## src/rtl/pktbus_pkg.sv

```systemverilog
package pktbus_pkg;

    localparam int DATA_W  = 32;
    localparam int PORT_W  = 8;
    localparam int BYTES_W = 3;

    typedef struct packed {
        logic [DATA_W-1:0]  data;
        logic [PORT_W-1:0]  port;
        logic               sop;
        logic               eop;
        logic [BYTES_W-1:0] bytes;
        logic               err;
    } pkt_word_t;

    // Unused-byte field to valid-byte count: 0 -> 4 ... 3 -> 1.
    function automatic logic [BYTES_W-1:0] mod_to_bytes(input logic [1:0] m);
        return BYTES_W'(3'd4 - {1'b0, m});
    endfunction

endpackage

```

## src/rtl/pktbus_frame.sv

```systemverilog
module pktbus_frame
    import pktbus_pkg::*;
(
    input  logic                clk,
    input  logic                rst_n,
    input  logic                sel,
    input  logic                sop,
    input  logic                eop,
    input  logic                val,
    input  logic [1:0]          mod,
    input  logic                err_in,
    input  logic [DATA_W-1:0]   dat,
    input  logic                par,
    output logic [1:0]          wr_n,
    output pkt_word_t           wr_a,
    output pkt_word_t           wr_b,
    output logic                stg_nxt
);

    typedef struct packed {
        logic [PORT_W-1:0] port;
        logic              stg_v;
        pkt_word_t         stg;
        logic              acc;
    } frame_t;

    frame_t s_d, s_q;

    always_comb begin
        logic      take;
        logic      bad;
        logic      acc_base;
        pkt_word_t cur;
        pkt_word_t rel;

        s_d  = s_q;
        wr_n = 2'd0;
        wr_a = '0;
        wr_b = '0;

        take = val & ~sel;
        bad  = ~(^{dat, par}) | err_in;

        cur.data  = dat;
        cur.port  = s_q.port;
        cur.sop   = sop;
        cur.eop   = eop;
        cur.bytes = eop ? mod_to_bytes(mod) : BYTES_W'(4);
        acc_base  = sop ? 1'b0 : s_q.acc;
        cur.err   = eop & (acc_base | bad);

        // Held word leaves; a fresh start cuts the old packet short.
        rel = s_q.stg;
        if (sop) begin
            rel.eop = 1'b1;
            rel.err = 1'b1;
        end

        if (sel) begin
            s_d.port = dat[PORT_W-1:0];
        end

        if (take) begin
            if (s_q.stg_v) begin
                wr_a = rel;
                wr_n = 2'd1;
            end
            if (eop) begin
                if (s_q.stg_v) begin
                    wr_b = cur;
                end else begin
                    wr_a = cur;
                end
                wr_n      = wr_n + 2'd1;
                s_d.stg_v = 1'b0;
                s_d.acc   = 1'b0;
            end else begin
                s_d.stg   = cur;
                s_d.stg_v = 1'b1;
                s_d.acc   = acc_base | bad;
            end
        end

        stg_nxt = s_d.stg_v;
    end

    always_ff @(posedge clk) begin
        if (!rst_n) begin
            s_q <= '0;
        end else begin
            s_q <= s_d;
        end
    end

    // a finished word never waits in the staging register
    a_r2_stage_open: assert property (@(posedge clk) disable iff (!rst_n)
        s_q.stg_v |-> !s_q.stg.eop);

    // error tag rides only on a closing word
    a_r7_err_on_last: assert property (@(posedge clk) disable iff (!rst_n)
        (wr_n != 2'd0) && !wr_a.eop |-> !wr_a.err);

endmodule

```

## src/rtl/pktbus_fifo.sv

```systemverilog
module pktbus_fifo
    import pktbus_pkg::*;
#(
    parameter int DEPTH = 16
) (
    input  logic                        clk,
    input  logic                        rst_n,
    input  logic [1:0]                  wr_n,
    input  pkt_word_t                   wr_a,
    input  pkt_word_t                   wr_b,
    input  logic                        rdy,
    output logic                        vld,
    output pkt_word_t                   rd_word,
    output logic [$clog2(DEPTH+1)-1:0]  cnt_nxt
);

    localparam int AW = $clog2(DEPTH);
    localparam int CW = $clog2(DEPTH+1);

    typedef struct packed {
        pkt_word_t [DEPTH-1:0] mem;
        logic [AW-1:0]         wp;
        logic [AW-1:0]         rp;
        logic [CW-1:0]         cnt;
    } fifo_t;

    fifo_t s_d, s_q;

    function automatic logic [AW-1:0] inc(input logic [AW-1:0] p);
        return (p == AW'(DEPTH-1)) ? '0 : p + 1'b1;
    endfunction

    logic pop;

    always_comb begin
        logic [AW-1:0] wp1;
        s_d = s_q;
        wp1 = inc(s_q.wp);
        pop = (s_q.cnt != '0) & rdy;

        if (wr_n != 2'd0) begin
            s_d.mem[s_q.wp] = wr_a;
        end
        if (wr_n == 2'd2) begin
            s_d.mem[wp1] = wr_b;
        end
        case (wr_n)
            2'd1:    s_d.wp = wp1;
            2'd2:    s_d.wp = inc(wp1);
            default: s_d.wp = s_q.wp;
        endcase
        if (pop) begin
            s_d.rp = inc(s_q.rp);
        end
        s_d.cnt = s_q.cnt + CW'(wr_n) - CW'(pop);
        cnt_nxt = s_d.cnt;
    end

    always_ff @(posedge clk) begin
        if (!rst_n) begin
            s_q <= '0;
        end else begin
            s_q <= s_d;
        end
    end

    assign vld     = (s_q.cnt != '0);
    assign rd_word = s_q.mem[s_q.rp];

    // in-flight words always find a free entry
    a_r5_no_overflow: assert property (@(posedge clk) disable iff (!rst_n)
        ({1'b0, s_q.cnt} + (CW+1)'(wr_n)) <= ((CW+1)'(DEPTH) + (CW+1)'(pop)));

    // a stalled output word holds still
    a_r9_hold: assert property (@(posedge clk) disable iff (!rst_n)
        vld && !rdy |=> vld && $stable(rd_word));

endmodule

```

## src/rtl/pktbus_pace.sv

```systemverilog
module pktbus_pace #(
    parameter int DEPTH     = 16,
    parameter int IN_FLIGHT = 2
) (
    input  logic                       clk,
    input  logic                       rst_n,
    input  logic [$clog2(DEPTH+1)-1:0] cnt_nxt,
    input  logic                       stg_nxt,
    output logic                       rd_n
);

    localparam int CW = $clog2(DEPTH+1);
    localparam int HW = CW + 1;
    localparam logic [HW-1:0] LIM = HW'(DEPTH - IN_FLIGHT);

    typedef struct packed {
        logic          rd_n;
        logic [HW-1:0] held;
    } pace_t;

    pace_t s_d, s_q;

    always_comb begin
        s_d.held = {1'b0, cnt_nxt} + HW'(stg_nxt);
        s_d.rd_n = (s_d.held >= LIM);
    end

    always_ff @(posedge clk) begin
        if (!rst_n) begin
            s_q.rd_n <= 1'b1;
            s_q.held <= '0;
        end else begin
            s_q <= s_d;
        end
    end

    assign rd_n = s_q.rd_n;

    // storage plus staging never exceeds the queue depth
    a_r5_held_cap: assert property (@(posedge clk) disable iff (!rst_n)
        s_q.held <= HW'(DEPTH));

endmodule

```

## src/rtl/pktbus_rx.sv

```systemverilog
module pktbus_rx
    import pktbus_pkg::*;
#(
    parameter int DEPTH     = 16,
    parameter int IN_FLIGHT = 2
) (
    input  logic        clk,
    input  logic        rst_n,
    input  logic        rx_sel,
    input  logic        rx_sop,
    input  logic        rx_eop,
    input  logic        rx_val,
    input  logic [1:0]  rx_mod,
    input  logic        rx_err,
    input  logic [31:0] rx_dat,
    input  logic        rx_par,
    output logic        rx_rd_n,
    output logic        out_valid,
    input  logic        out_ready,
    output logic [31:0] out_data,
    output logic [7:0]  out_port,
    output logic        out_sop,
    output logic        out_eop,
    output logic [2:0]  out_bytes,
    output logic        out_err
);

    localparam int CW = $clog2(DEPTH+1);

    logic [1:0]    wr_n;
    pkt_word_t     wr_a, wr_b, head;
    logic          stg_nxt;
    logic [CW-1:0] cnt_nxt;

    pktbus_frame u_frame (
        .clk     (clk),
        .rst_n   (rst_n),
        .sel     (rx_sel),
        .sop     (rx_sop),
        .eop     (rx_eop),
        .val     (rx_val),
        .mod     (rx_mod),
        .err_in  (rx_err),
        .dat     (rx_dat),
        .par     (rx_par),
        .wr_n    (wr_n),
        .wr_a    (wr_a),
        .wr_b    (wr_b),
        .stg_nxt (stg_nxt)
    );

    pktbus_fifo #(.DEPTH(DEPTH)) u_fifo (
        .clk     (clk),
        .rst_n   (rst_n),
        .wr_n    (wr_n),
        .wr_a    (wr_a),
        .wr_b    (wr_b),
        .rdy     (out_ready),
        .vld     (out_valid),
        .rd_word (head),
        .cnt_nxt (cnt_nxt)
    );

    pktbus_pace #(.DEPTH(DEPTH), .IN_FLIGHT(IN_FLIGHT)) u_pace (
        .clk     (clk),
        .rst_n   (rst_n),
        .cnt_nxt (cnt_nxt),
        .stg_nxt (stg_nxt),
        .rd_n    (rx_rd_n)
    );

    assign out_data  = head.data;
    assign out_port  = head.port;
    assign out_sop   = head.sop;
    assign out_eop   = head.eop;
    assign out_bytes = head.bytes;
    assign out_err   = head.err;

    // words before the last are always full
    a_r6_full_mid: assert property (@(posedge clk) disable iff (!rst_n)
        out_valid && !out_eop |-> out_bytes == 3'd4);

    // byte count of a last word is within 1..4
    a_r6_range: assert property (@(posedge clk) disable iff (!rst_n)
        out_valid && out_eop |-> (out_bytes != 3'd0) && (out_bytes <= 3'd4));

    // the error tag appears only with end of packet
    a_r7_err_eop: assert property (@(posedge clk) disable iff (!rst_n)
        out_valid && out_err |-> out_eop);

endmodule

```

## config.mk

```make
export PLATFORM = sky130hd
export DESIGN_NAME = pktbus_rx
export DESIGN_NICKNAME = d
export VERILOG_FILES = /design/src/rtl/pktbus_pkg.sv /design/src/rtl/pktbus_frame.sv /design/src/rtl/pktbus_fifo.sv /design/src/rtl/pktbus_pace.sv /design/src/rtl/pktbus_rx.sv
export SDC_FILE = /design/constraint.sdc
export NUM_CORES = 2
export LEC_CHECK = 0
export BUFFER_PORTS_ARGS = -buffer_cell sky130_fd_sc_hd__buf_4
export CORE_UTILIZATION = 64
export CTS_CLUSTER_SIZE = 30
export DETAILED_ROUTE_END_ITERATION = 8
export PLACE_DENSITY = 0.89
export SLEW_MARGIN = 20
export SYNTH_ARGS = -nofsm -noshare
export SYNTH_HDL_FRONTEND = slang
export SYNTH_SLANG_ARGS = --single-unit
```

## constraint.sdc

```tcl
create_clock -name clk -period 4.01 [get_ports clk]
set_input_delay 0.802 -clock clk [delete_from_list [all_inputs] [get_ports clk]]
set_output_delay 0.802 -clock clk [all_outputs]
set_load 0.01 [all_outputs]
```

==> Word-level counts from Yosys, hierarchy flattened <==
Index checks and enable logic that the tools add are counted.
{ "word_totals": {"reg_bits": 805, "latchBits": 0, "ram_bits": 0, "mem_bits_ro": 0, "in_bits": 43, "out_inout_bits": 48, "n_memories": 0} }
{ "op_classes": {"addsub": 8, "n_mul": 0, "n_div": 0, "magnitude_cmp": 6, "n_eq_ne": 5, "shift": 0, "n_mux": 33, "bitwise": 8, "reduce_logical": 7} }
{ "ops": {"columns": ["operator", "count"], "rows": [
  ["bitwise mux 736 bit", 2],
  ["2-to-1 mux 736 bit", 2],
  ["2-to-1 mux 46 bit", 11],
  ["demux 46 bit (select 4 bit)", 2],
  ["binary-select mux 46 bit (select 4 bit)", 1],
  ["2-to-1 mux 48 bit", 1],
  ["parity 33 bit", 1],
  ["< comparator 4 x 5 -> 1 bit, second input constant", 3],
  ["adder 4 x 1 -> 4 bit, second input constant", 3],
  ["equality test 4 bit, second input constant", 3],
  ["2-to-1 mux 4 bit", 3],
  ["greater-or-equal comparator 4 x 1 -> 1 bit, second input constant", 2],
  ["case mux 4 bit (2 select lines)", 1],
  ["adder 5 x 1 -> 6 bit", 1],
  ["greater-or-equal comparator 6 x 4 -> 1 bit, second input constant", 1],
  ["2-to-1 mux 1 bit", 6],
  ["2-to-1 mux 2 bit", 3],
  ["adder 5 x 2 -> 5 bit", 1],
  ["nonzero test 5 bit", 1],
  ["subtractor 5 x 1 -> 5 bit", 1],
  ["nonzero test 2 bit", 2],
  ["AND 1 bit", 3],
  ["2-to-1 mux 3 bit", 1],
  ["NOT 1 bit", 3],
  ["other kinds (7)", 9]
]} }

==> Depth between registers and ports, before layout <==
{ "logic_depth": {"depth_word": 12, "depth_mapped": 18} }

==> Hierarchy <==
A second synthesis with hierarchy kept.
{ "unflattened": {"cells_unflattened": 4343, "hier_area_um2": 44057.3} }
{ "by_module_without_submodules": {"columns": ["module", "n_inst", "cells_per_inst", "area_per_inst_um2", "seq_area_each_um2"], "rows": [
  ["pktbus_fifo", 1, 3942, 40782.9, 14994.4],
  ["pktbus_frame", 1, 391, 3194.3, 1101.1],
  ["pktbus_pace", 1, 10, 80.1, 20.0]
]} }

==> Worst setup path after synthesis <==
OpenSTA, ideal clock, no wires.
{ "synth_timing": {"path_type": "input port to flip-flop", "startpoint": "in rx_sel", "endpoint": "reg u_fifo.s_q[112] (netlist bit)", "setup_time_ns": 0.115, "arrival_time_ns": 3.469, "path_slack_ns": 0.426, "cell_stages": 12, "n_path_buf": 5, "cell_sequence": "buf_2 nor2b_1 nand2_1 clkbuf_1 ha_1 nand2b_1 clkbuf_1 nor3_1 clkbuf_1 clkbuf_1 a211oi_1 o21a_1"} }
{ "synth_between": {"elab_chain_len": 7, "elab_cells_between_ends": 11} }
{ "synth_rtl": {"columns": ["element", "line_no", "text"], "rows": [
  ["start: declaration", "pktbus_rx.sv:9", "input logic rx_sel,"],
  ["NOT 1 bit (*)", "pktbus_frame.sv:41", "take = val & ~sel;"],
  ["AND 1 bit (*)", "pktbus_frame.sv:41", null],
  ["2-to-1 mux 46 bit / 2-to-1 mux 2 bit (equally long branches)", "pktbus_frame.sv:63", "if (take) begin"],
  ["bitwise mux 736 bit / nonzero test 2 bit (equally long branches)", "pktbus_fifo.sv:42, pktbus_fifo.sv:41", null],
  ["2-to-1 mux 736 bit", "pktbus_fifo.sv:41", "if (wr_n != 2'd0) begin"],
  ["bitwise mux 736 bit", "pktbus_fifo.sv:45", "s_d.mem[wp1] = wr_b;"],
  ["2-to-1 mux 736 bit (*)", "pktbus_fifo.sv:44", "if (wr_n == 2'd2) begin"],
  ["end signal: assignment", "pktbus_fifo.sv:61", "s_q <= '0;"],
  ["end signal: assignment", "pktbus_fifo.sv:63", "s_q <= s_d;"],
  ["end: declaration", "pktbus_fifo.sv:27", "fifo_t s_d, s_q;"]
]} }
Every way passes the cells marked *; elsewhere a longest branch is shown, timed or not.
A chain may end at the register's enable or synchronous reset.

==> Final worst setup path <==
{ "layout_timing": {"startpoint": "reg u_fifo.s_q[5] (netlist bit)", "endpoint": "out out_data[18]"} }
{ "layout_between": {"elab_chain_len": 2} }
{ "layout_rtl": {"columns": ["element", "line_no", "text"], "rows": [
  ["binary-select mux 46 bit (select 4 bit)", "pktbus_fifo.sv:68", "assign rd_word = s_q.mem[s_q.rp];"],
  ["2-to-1 mux 46 bit (implied by the code)", "pktbus_fifo.sv:68", null],
  ["end: declaration", "pktbus_rx.sv:20", "output logic [31:0] out_data,"]
]} }
No other way between the ends. The select of a mux whose other input is x is not followed.

==> out/metrics.csv <==
stage;metric;value;unit
timing;setup_tns;0;ps
clock_network;CTS tree;yes;
synth;number of distinct library cells after synthesis;48;
detailed_routing;DR DRC count;8;
setup_path;Max FO, Critical Path;56;
worst_hold_path;Hold Path Class;input pin to flop;
timing;RSZ-0062 raised after global routing;no;
clock_network;clk_lat worst skew;690;ps
setup_path;WS Path Type;flop to output pin;
synth;yosys warns;0;
global_route;largest net degree at the start of global routing;152;
final_layout;layout cell share with drive strength beyond 1;14.2;%
setup_path;Critical Path Sink Type;output pin;
floorplanning;Chip Height;262;um
setup_path;Worst Path Arrival;3080;ps
final_layout;commonest non-fill, non-tap cell in the layout;nor2_1;
place;Placement Cell Area;45200;um2
synth;register bit count reported by yosys;805;
power_and_ir_drop;overall power;18.8;mW
power_and_ir_drop;maximum VDD drop;0.346;mV
clock_network;# resized after CTS;0;
clock_network;clk sink count;805;
clock_network;TritonCTS Buffers;85;
global_route;grt ovf;0;
timing;Final Hold Vio Count;0;
place;gp weighted congestion;0.937;
detailed_routing;drt pass-1 iters;9;
global_route;vias in the first global route;41200;
floorplanning;DIE WIDTH;262;um
synth;EDFF count, synth;0;
global_route;Total GRT Usage;44.6;%
final_layout;Area growth syn-to-layout;11.1;%
timing;Worst-Margin Slew;1300;ps
synth;asr flop ratio synth;0;%
timing;Tmin final;3880;ps
floorplanning;Initial Util;65.2;%
timing;final cycle utilization of the critical path;96.7;%
timing;fmax;258;MHz
clock_network;Clock Pin Slew Worst Setup and Hold Paths;60;ps
setup_path;Worst Path Required;3210;ps
power_and_ir_drop;Power Density;393;nW/um2
detailed_routing;Post-Route WL;154;mm
final_layout;Util after Layout;72.4;%
status;failing checks;DRC;
synth;syn avg cell area;8.61;um2
floorplanning;IO Pins;91;
clock_network;hold-fix buffers at CTS;0;
detailed_routing;WL/cell;27.0;um
timing;Slew Viols, Final;0;
timing;min setup slack post-route;132;ps
place;post-DP HPWL;83.8;mm
floorplanning;num rows;94;
synth;Post-Syn Nets;5082;
timing;max_slew headroom;13.2;%
flow_run;Max Cap Viol;0;
floorplanning;Core Region;66200;um2
synth;Synth Instances;5017;
final_layout;most frequent cells in the layout;nor2_1 (1044), dfxtp_1 (801), o21a_1 (519);
clock_network;deepest level of the CTS H-tree;3;
place;post-placement worst setup slack;391;ps
status;status;complete, but fails checks;
final_layout;Non-Filler Cell Area, Final;48000;um2
detailed_routing;DRT antenna net count;0;
timing;Final setup viols;0;
power_and_ir_drop;Leak;15.1;nW
clock_network;CTS Buffer Depth;3;
clock_network;CTS root buf;clkbuf_16;
detailed_routing;drt first-iter violations;6806;
global_route;first-pass GRT wire length;235;mm
setup_path;element type at the critical path start;flop;
synth;Mapped Area;43200;um2
clock_network;Post-CTS Setup Bufs;0;
place;port bufs;90;
detailed_routing;routed via count;42000;
synth;top_reg_cell synth;dfxtp_1;
synth;post-synthesis sequential area ratio;37.3;%
global_route;initial antenna violation count;0;
floorplanning;total die area;68500;um2
timing;Fin Clk Skew;28.5;ps
detailed_routing;vias per cell;7.33;
final_layout;antenna cells;0;
final_layout;nets@finish;4857;
==> registers in the layout, summed over array words and instances (netlist names) <==
name         flops
u_fifo.s_q     749
u_frame.s_q     55
u_pace.rd_n      1
==> where the power goes <==
| group | internal (mW) | switching (mW) |
|---|---|---|
| Sequential | 8.10 | 0.126 |
| Combinational | 1.06 | 1.44 |
| Clock | 4.67 | 3.45 |
| Total | 13.8 | 5.02 |
==> synth_stat cells, drive strengths merged (22+ instances only) <==
library cell	n	area share, %
nor2	1065	9.3
dfxtp	805	37
o21a	519	9.0
a211oi	517	9.0
clkbuf	469	4.2
nand2	393	3.4
mux4	230	12
o211ai	221	4.0
and2	184	2.7
o21ai	182	2.1
buf	103	1.2
a22oi	55	1.1
a21boi	45	0.81
xnor2	31	0.63
nand3	25	0.29
and3	22	0.32
nor2b	22	0.32
==> worst max-delay path: stages, from the launching register on <==
cell and delay, ps:
dfxtp_4 510, buf_12 440, mux4_2 630, mux4_2 560, buf_4 180
==> stage by stage <==
stage	hold WS [ps]	instances
4_1_cts	410	5726
2_1_floorplan	441	5017
6_report	394	5726
3_3_place_gp	449	5569
3_5_place_dp	457	5569
5_1_grt	407	5726
==> cell type report <==
cell class / instances / area (um2)
clock buffers: 131 / 2450
multi-input cells: 3622 / 25100
well taps: 864 / 1080
fillers: 4377 / 18300
flip-flops and latches: 805 / 16100
clock inverters: 26 / 343
repair buffers: 260 / 2800
inverters: 18 / 67.6
==> path summary, 6_finish.rpt <==
| path | startpoint | cells past startpoint | endpoint | slack [ps] |
|---|---|---|---|---|
| hold / removal | rx_dat[29] | 3 | u_frame.s_q[44] | 390 |
| setup reg to reg | u_frame.s_q[47] | 8 | u_fifo.s_q[250] | 710 |
| setup / recovery | u_fifo.s_q[5] | 4 | out_data[18] | 130 |
| hold reg to reg | u_frame.s_q[34] | 2 | u_frame.s_q[34] | 470 |
==> kinds of logic after synthesis <==
group                      after synthesis  synth area share (%)
AOI/OAI and AO/OA                     1591                  26.9
buffers and inverters                  590                  5.54
muxes                                  242                  12.3
adders and majority gates               22                 0.655
DFF                                    805                  37.3
and+or+nand+nor                       1729                  16.5
xor gates and xnor gates                38                 0.806
==> metal layers <==
layer | GRT usage, % | part of all wire, % | vias to the layer above
met4 | 36.2 | 9.1 | 0
met1 | 53.1 | 33 | 19600
li1 | - | - | 17400
met2 | 65.7 | 43 | 3778
met5 | 0 | 0 | -
met3 | 15.1 | 16 | 1137
Note: power is estimated with default switching activity, not from simulation.
